==> config.mk <==
export PLATFORM = sky130hd
export DESIGN_NAME = pin_expander
export DESIGN_NICKNAME = d
export VERILOG_FILES = /design/src/rtl/pin_exp_pkg.sv /design/src/rtl/pin_exp_sync.sv /design/src/rtl/pin_exp_chg.sv /design/src/rtl/pin_exp_regs.sv /design/src/rtl/pin_expander.sv
export SDC_FILE = /design/constraint.sdc
export NUM_CORES = 1
export LEC_CHECK = 0
export BUFFER_PORTS_ARGS = -buffer_cell sky130_fd_sc_hd__buf_4
export CORE_MARGIN = 2
export CORE_UTILIZATION = 38
export CTS_CLUSTER_SIZE = 28
export DETAILED_ROUTE_END_ITERATION = 16
export HOLD_SLACK_MARGIN = 0.15
export PLACE_DENSITY = 0.55
export SLEW_MARGIN = 10
export SYNTH_ARGS = -nofsm -noshare
export SYNTH_HDL_FRONTEND = slang
export SYNTH_SLANG_ARGS = --single-unit
export TNS_END_PERCENT = 100
==> constraint.sdc <==
create_clock -name clk_i -period 3.5 [get_ports clk_i]
set_clock_uncertainty 0.05 [all_clocks]
set_input_delay 0.35 -clock clk_i [delete_from_list [all_inputs] [get_ports clk_i]]
set_output_delay 0.35 -clock clk_i [all_outputs]
set_load 0.01 [all_outputs]
==> src/rtl/pin_exp_pkg.sv <==
package pin_exp_pkg;
  localparam int unsigned ADDR_W = 8;

  localparam logic [ADDR_W-1:0] A_MON = 8'h10;
  localparam logic [ADDR_W-1:0] A_OUT = 8'h11;
  localparam logic [ADDR_W-1:0] A_DIR = 8'h12;
  localparam logic [ADDR_W-1:0] A_MSK = 8'h13;
  localparam logic [ADDR_W-1:0] A_STS = 8'h14;

  typedef enum logic [2:0] {
    SEL_NONE,
    SEL_MON,
    SEL_OUT,
    SEL_DIR,
    SEL_MSK,
    SEL_STS
  } sel_e;

  function automatic sel_e decode(input logic [ADDR_W-1:0] a);
    case (a)
      A_MON:   return SEL_MON;
      A_OUT:   return SEL_OUT;
      A_DIR:   return SEL_DIR;
      A_MSK:   return SEL_MSK;
      A_STS:   return SEL_STS;
      default: return SEL_NONE;
    endcase
  endfunction
endpackage

==> src/rtl/pin_exp_sync.sv <==
module pin_exp_sync #(
  parameter int unsigned W      = 8,
  parameter int unsigned STAGES = 2
) (
  input  logic         clk_i,
  input  logic         rst_ni,
  input  logic [W-1:0] d_i,
  output logic [W-1:0] q_o
);
  logic [STAGES-1:0][W-1:0] stg_q;
  logic [STAGES-1:0][W-1:0] stg_d;

  generate
    if (STAGES == 1) begin : g_one
      assign stg_d = d_i;
    end else begin : g_chain
      assign stg_d = {stg_q[STAGES-2:0], d_i};
    end
  endgenerate

  always_ff @(posedge clk_i or negedge rst_ni) begin
    if (!rst_ni) stg_q <= '0;
    else         stg_q <= stg_d;
  end

  assign q_o = stg_q[STAGES-1];
endmodule

==> src/rtl/pin_exp_chg.sv <==
module pin_exp_chg #(
  parameter int unsigned W = 8
) (
  input  logic         clk_i,
  input  logic         rst_ni,
  input  logic [W-1:0] lvl_i,
  input  logic [W-1:0] dir_i,
  input  logic         clr_i,
  output logic [W-1:0] sts_o,
  output logic [W-1:0] edge_o
);
  logic [W-1:0] prev_q;
  logic [W-1:0] sts_q;

  // prev tracks every pin so a direction flip never looks like a change
  always_ff @(posedge clk_i or negedge rst_ni) begin
    if (!rst_ni) prev_q <= '0;
    else         prev_q <= lvl_i;
  end

  assign edge_o = (lvl_i ^ prev_q) & ~dir_i;

  always_ff @(posedge clk_i or negedge rst_ni) begin
    if (!rst_ni) sts_q <= '0;
    else         sts_q <= (clr_i ? '0 : sts_q) | edge_o;
  end

  assign sts_o = sts_q;

  p_edge_sets_r6: assert property (@(posedge clk_i) disable iff (!rst_ni)
    (|edge_o) |=> ((sts_o & $past(edge_o)) == $past(edge_o)));

  p_sticky_r7: assert property (@(posedge clk_i) disable iff (!rst_ni)
    !clr_i |=> ((sts_o & $past(sts_o)) == $past(sts_o)));

  p_clear_keeps_new_r8: assert property (@(posedge clk_i) disable iff (!rst_ni)
    clr_i |=> (sts_o == $past(edge_o)));
endmodule

==> src/rtl/pin_exp_regs.sv <==
module pin_exp_regs
  import pin_exp_pkg::*;
#(
  parameter int unsigned W = 8
) (
  input  logic              clk_i,
  input  logic              rst_ni,
  input  logic [ADDR_W-1:0] addr_i,
  input  logic [W-1:0]      wdata_i,
  input  logic              we_i,
  input  logic              re_i,
  input  logic              seq_i,
  input  logic [W-1:0]      mon_i,
  input  logic [W-1:0]      sts_i,
  output logic [W-1:0]      dir_o,
  output logic [W-1:0]      out_o,
  output logic [W-1:0]      msk_o,
  output logic [W-1:0]      rdata_o,
  output logic              sts_rd_o
);
  logic [ADDR_W-1:0] ptr_q;
  logic [ADDR_W-1:0] eff_addr;
  logic [W-1:0]      dir_q, out_q, msk_q, rdata_q, rd_mux;
  logic              acc;
  sel_e              sel;

  assign eff_addr = seq_i ? ptr_q : addr_i;
  assign acc      = we_i | re_i;
  assign sel      = decode(eff_addr);

  always_ff @(posedge clk_i or negedge rst_ni) begin
    if (!rst_ni)  ptr_q <= '0;
    else if (acc) ptr_q <= eff_addr + 1'b1;
  end

  always_ff @(posedge clk_i or negedge rst_ni) begin
    if (!rst_ni) begin
      dir_q <= '0;
      out_q <= '0;
      msk_q <= '0;
    end else if (we_i) begin
      if (sel == SEL_DIR) dir_q <= wdata_i;
      if (sel == SEL_OUT) out_q <= wdata_i;
      if (sel == SEL_MSK) msk_q <= wdata_i;
    end
  end

  always_comb begin
    unique case (sel)
      SEL_MON: rd_mux = mon_i;
      SEL_OUT: rd_mux = out_q;
      SEL_DIR: rd_mux = dir_q;
      SEL_MSK: rd_mux = msk_q;
      SEL_STS: rd_mux = sts_i;
      default: rd_mux = '0;
    endcase
  end

  always_ff @(posedge clk_i or negedge rst_ni) begin
    if (!rst_ni)   rdata_q <= '0;
    else if (re_i) rdata_q <= rd_mux;
  end

  assign dir_o    = dir_q;
  assign out_o    = out_q;
  assign msk_o    = msk_q;
  assign rdata_o  = rdata_q;
  assign sts_rd_o = re_i && (sel == SEL_STS);

  p_ptr_step_r5: assert property (@(posedge clk_i) disable iff (!rst_ni)
    acc |=> (ptr_q == $past(eff_addr) + 1'b1));

  p_dir_hold_r4: assert property (@(posedge clk_i) disable iff (!rst_ni)
    !(we_i && (sel == SEL_DIR)) |=> $stable(dir_o));

  p_rdata_hold_r11: assert property (@(posedge clk_i) disable iff (!rst_ni)
    !re_i |=> $stable(rdata_o));
endmodule

==> src/rtl/pin_expander.sv <==
module pin_expander
  import pin_exp_pkg::*;
#(
  parameter int unsigned N_PINS      = 8,
  parameter int unsigned SYNC_STAGES = 2
) (
  input  logic              clk_i,
  input  logic              rst_ni,
  input  logic [ADDR_W-1:0] addr_i,
  input  logic [N_PINS-1:0] wdata_i,
  input  logic              we_i,
  input  logic              re_i,
  input  logic              seq_i,
  output logic [N_PINS-1:0] rdata_o,
  input  logic [N_PINS-1:0] pad_i,
  output logic [N_PINS-1:0] oe_o,
  output logic [N_PINS-1:0] out_o,
  output logic              irq_o
);
  logic [N_PINS-1:0] lvl, dir, msk, sts, chg;
  logic              sts_rd;

  pin_exp_sync #(.W(N_PINS), .STAGES(SYNC_STAGES)) u_sync (
    .clk_i (clk_i),
    .rst_ni(rst_ni),
    .d_i   (pad_i),
    .q_o   (lvl)
  );

  pin_exp_chg #(.W(N_PINS)) u_chg (
    .clk_i (clk_i),
    .rst_ni(rst_ni),
    .lvl_i (lvl),
    .dir_i (dir),
    .clr_i (sts_rd),
    .sts_o (sts),
    .edge_o(chg)
  );

  pin_exp_regs #(.W(N_PINS)) u_regs (
    .clk_i   (clk_i),
    .rst_ni  (rst_ni),
    .addr_i  (addr_i),
    .wdata_i (wdata_i),
    .we_i    (we_i),
    .re_i    (re_i),
    .seq_i   (seq_i),
    .mon_i   (lvl),
    .sts_i   (sts),
    .dir_o   (dir),
    .out_o   (out_o),
    .msk_o   (msk),
    .rdata_o (rdata_o),
    .sts_rd_o(sts_rd)
  );

  assign oe_o  = dir;
  assign irq_o = |(sts & msk);

  always_comb begin
    if (!rst_ni) p_inputs_in_reset_r1: assert (oe_o == '0);
  end

  p_out_pin_quiet_r6: assert property (@(posedge clk_i) disable iff (!rst_ni)
    !sts_rd |=> ((sts & ~$past(sts) & $past(dir)) == '0));
endmodule

Word level (Yosys, flattened, before mapping)
Index checks and enable logic that the tools add are counted.
Storage, ports and cells
  flip-flop bits (word level): 72
  output and inout bits: 25
  logic and storage cells: 35
Operators by class
  add/sub/neg operators: 1
  equal/unequal tests: 10
  multiplexer cells: 4
  bitwise gates (word level): 6
  reduce and logical (&&, ||, !) cells: 5
Operator list (number)
  $eq 8x5->1 const B: 5
  $pmux 8 s5: 1
  $and 8x8->8: 2
  $mux 8: 2
  $pmux 3 s5: 1
  $add 8x1->8 const B: 1
  $not 8->8: 1
  $or 8x8->8: 1
  $reduce_or 8->1: 1
  $xor 8x8->8: 1
  $eq 3x2->1 const B: 2
  $eq 3x3->1 const B: 2
  $reduce_and 2->1: 3
  $eq 3x1->1 const B: 1
  $logic_and 1x1->1: 1
  $or 1x1->1: 1

Longest topological paths before layout
  word-level depth: 7
  mapped depth: 11
  gate-level depth less buffers: 8

Cells and area by module
A second synthesis with hierarchy kept.
Unflattened totals
  cells, all modules: 283
  area, all modules: 3319.4 µm²
Modules (own cells, without submodules)
  pin_exp_regs: times used 1, cells each 213, area an instance 2290.9 µm², sequential area each 1001.0 µm²
  pin_exp_chg: times used 1, cells each 49, area an instance 591.8 µm², sequential area each 400.4 µm²
  pin_exp_sync: times used 1, cells each 16, area an instance 400.4 µm², sequential area each 400.4 µm²
  pin_expander: times used 1, cells each 5, area an instance 36.3 µm², sequential area each 0.0 µm²

Worst setup path after synthesis
OpenSTA, ideal clock, no wires.
  kind: input to register
  start point: input seq_i
  end point: register u_regs.rdata_q[1] (netlist: u_regs.rdata_o[1])
  setup time: 0.090 ns
  arrival time: 2.614 ns
  required time: 3.360 ns
  path slack: 0.746 ns
  stages on the path: 11
  path through: buf_4 -> mux2i_1 -> inv_1 -> ha_1 -> or2_1 -> clkbuf_1 -> o211a_1 -> a2111o_1 -> buf_2 -> or2_1 -> o221ai_1
Between the ends
  cells in the longest elaborated chain, start to end: 5
Ends and longest elaborated chain
  start: declaration: line pin_expander.sv:13  | input logic seq_i,
  $mux 8 (*): line pin_exp_regs.sv:27  | assign eff_addr = seq_i ? ptr_q : addr_i;
  $eq 8x5->1: line pin_exp_pkg.sv:20  | case (a)
  $pmux 3 s5 (*): line pin_exp_pkg.sv:20
  $eq 3x3->1 (tied with other cells): line pin_exp_regs.sv:49  | unique case (sel)
  $pmux 8 s5 (*): line pin_exp_regs.sv:49
  end signal: assignment: line pin_exp_regs.sv:61  | else if (re_i) rdata_q <= rd_mux;
  end: declaration: line pin_exp_regs.sv:23  | logic [W-1:0] dir_q, out_q, msk_q, rdata_q, rd_mux;
Every way passes the cells marked *; elsewhere a longest branch is shown, timed or not.
A chain may end at the register's enable or synchronous reset.

Final worst setup path
  start point: register u_regs.ptr_q[0]
  end point: register u_regs.rdata_q[1] (netlist: u_regs.rdata_o[1])
Between the ends
  cells in the longest elaborated chain, start to end: 5
Ends and longest elaborated chain
  start: declaration: line pin_exp_regs.sv:21  | logic [ADDR_W-1:0] ptr_q;
  start signal: assignment: line pin_exp_regs.sv:33  | else if (acc) ptr_q <= eff_addr + 1'b1;
  $mux 8 (*): line pin_exp_regs.sv:27
  $eq 8x5->1: line pin_exp_pkg.sv:20
  $pmux 3 s5 (*): line pin_exp_pkg.sv:20
  $eq 3x3->1 (tied with other cells): line pin_exp_regs.sv:49
  $pmux 8 s5 (*): line pin_exp_regs.sv:49
Marked as above.

==> flow_summary.json <==
{
  "status": "finished clean",
  "synth_async_sr_flop_share_pct": 100,
  "antenna_cells": 0,
  "die_w_um": 98.6,
  "ff2ff_setup_slack_ps": 640,
  "powerDensity_mw_per_mm2": 470,
  "first_pass_iters": 4,
  "cts_resized": 0,
  "crit_family": "simple AND/OR/NAND/NOR gates",
  "drt_iter0_markers": 172,
  "synthTopCellsByCount": "72 x dfrtp_1, 25 x mux2_2, 16 x a21oi_1, 12 x nand2_1, 11 x xnor2_1",
  "grt_max_degree": 73,
  "path_cells": "mux2i_1 -> ha_1 -> nand4bb_1 -> and2_4 -> a2111o_1 -> or2_1 -> o221ai_1",
  "die_area_mm2": 0.00972,
  "hold_class": "in -> reg",
  "num_vias": 2524,
  "drive_above_1_share_pct": 32.4,
  "syn_avg_cell_area_um2": 12.3,
  "via_per_inst": 5.60,
  "ant_nets": 0,
  "finalCritPeriodShare_pct": 81.9,
  "synth_edf_count": 0,
  "yosysMostFrequentCell": "dfrtp_1",
  "grt-ovfl-total": 0,
  "multi_input_area_mm2": 0.00151,
  "crit_fanout": 10,
  "cts-buffers-inserted": 9,
  "final_nets": 372,
  "crit_type": "reg -> reg",
  "ioPinCount": 54,
  "synth_ff_type": "dfrtp_1",
  "port_buffers": 53,
  "synthCells": 276,
  "slew_headroom_pct": 39.4,
  "ys_seq_area_share_pct": 53.0,
  "cts_sinks": 72,
  "wl_per_cell_um": 18.5,
  "coreArea_mm2": 0.00872,
  "cts_max_level": 3,
  "max_freq_ghz": 0.349,
  "drc": 0,
  "num_rows": 34,
  "crit_buf_inv": 0,
  "tightest_slew_ps": 909,
  "synth_top_area_share_pct": 53.0,
  "cts_tree": "done",
  "cts_setup_buffers": 0,
  "cap_violations": 0,
  "leakagePower_uw": 0.00186,
  "hold_violations": 0,
  "synth.distinct_cells": 56,
  "rsz0062_at_grt": "false",
  "clock_path_buffers": 2,
  "setup_viol": 0,
  "slowest_delay_ps": 520,
  "initial_core_util_pct": 39.0,
  "final_max_slew_viol_count": 0,
  "synth.area.top_cells": "dfrtp_1 53%, mux2_2 8.3%, xnor2_1 2.8%, a21oi_1 2.4%, a22o_1 2.3%",
  "gp_congestion": 0.860,
  "track_usage_pct": 18.0,
  "synth_area_mm2": 0.00340,
  "clk_latency_ps": 340,
  "yosys_warnings": 0,
  "period_needed_ps": 2860,
  "antenna_found_initial": 0,
  "fillerInstances": 831,
  "hpwl_um": 5850,
  "crit_slowest_cell": "a2111o_1",
  "register_area_mm2": 0.00180,
  "clk_pin_slew_ps": 80,
  "critPathLaunchType": "flop",
  "grt_pass1_vias": 2540,
  "cp.arrival_ps": 3070,
  "cp-end-kind": "flop",
  "critPathRequiredTime_ps": 3700,
  "post-place-ws_ps": 326,
  "cts_root_buf": "clkbuf_8",
  "totalWireLength_um": 8330,
  "finalWorstSetupSlack_ps": 635,
  "fp.dieH_um": 98.6,
  "synth_top_area_cell": "dfrtp_1",
  "hold_buffers": 9,
  "ir_drop_uv": 214,
  "syn_to_final_growth_pct": 22.8,
  "synth_seq_cells": 72,
  "final.setup.tns_ps": 0,
  "grt_pass1_wl_um": 13600,
  "syn_nets": 309
}
power breakdown:
part	internal (uW)	leakage, uW	total [uW]	switching, uW
sequential	879	0.000886	929	49.8
combinational	140	0.000873	309	169
clock	401	0.000102	725	324
total	1420	0.00186	1960	543
path summary, 6_finish.rpt:
path                                   from           endpoint  depth (start not counted)
max                         u_regs.ptr_q[0]  u_regs.rdata_o[1]                          7
min                              wdata_i[0]    u_regs.out_o[0]                          2
max reg2reg                 u_regs.ptr_q[0]  u_regs.rdata_o[1]                          7
min reg2reg                u_sync.stg_d[10]      u_sync.q_o[2]                          0
max in group asynchronous            rst_ni    u_regs.ptr_q[6]                          2
min in group asynchronous            rst_ni   u_sync.stg_d[12]                          2
logic make-up after synthesis:
group	synth area share [%]
XOR/XNOR	3.09
buffers and inverters	2.72
AO/OA/AOI/OAI	18.1
adder cells (fa/ha/maj)	1.47
flip-flops	53.0
AND/OR/NAND/NOR	11.9
multiplexers	9.75
registers in the layout, summed over array words and instances (netlist names):
register        count
u_chg.prev_q        8
u_chg.sts_o         8
u_regs.dir_o        8
u_regs.msk_o        8
u_regs.out_o        8
u_regs.ptr_q        8
u_regs.rdata_o      8
u_sync.q_o          8
u_sync.stg_d        8
per-stage QoR:
step | hold slack [ps] | util, % | cells | instance area, um^2 | power, uW
final | 199 | 47.9 | 451 | 4180 | 1960
after global routing | 185 | 47.9 | 451 | 4180 | 2060
after CTS | 181 | 47.9 | 451 | 4180 | 1990
after detailed placement | 286 | 44.4 | 427 | 3870 | 1250
after global placement | 281 | 44.4 | 427 | 3870 | 1240
after floorplan | 4.41 | - | 276 | 3400 | 1120
layer usage:
metal / track usage, % / vias up / part of all wire (%)
met4: 5.48 / 0 / 1.4
met5: 0 / - / 0
met1: 25.8 / 1269 / 48
li1: - / 1182 / -
met2: 26.8 / 64 / 46
met3: 5.11 / 9 / 5.0
worst reg2reg max path, stage by stage (launching register included):
cell and delay, ps:
dfrtp_1 390, mux2i_1 410, ha_1 430, nand4bb_1 270
and2_4 260, a2111o_1 520, or2_1 290, o221ai_1 170
layout by cell type (no fill, tap or decap), drive strengths merged, types with 3 or more instances in the layout:
cell type	n
dfrtp	72
buf	53
mux2	25
a21oi	16
nand2	13
xnor2	11
a22oi	9
a22o	9
clkbuf	9
dlygate4sd3	9
inv	9
o2bb2ai	8
nand4	8
nor2	7
o21ai	7
nand3	7
mux2i	5
nor3	5
o21a	5
o32ai	4
ha	4
a211oi	4
or2	4
a221oi	3
o211ai	3
a221o	3
and2	3
and4	3
area by class of cell:
type	count	share of cell area [%]
clock buffer	9	2.96
tap	108	3.23
multi-input combinational	186	36.1
sequential	72	43.1
timing repair buffer	62	11.7
inverter	8	0.719
clock inverter	6	2.22
Power figures use the tool's default switching activity.
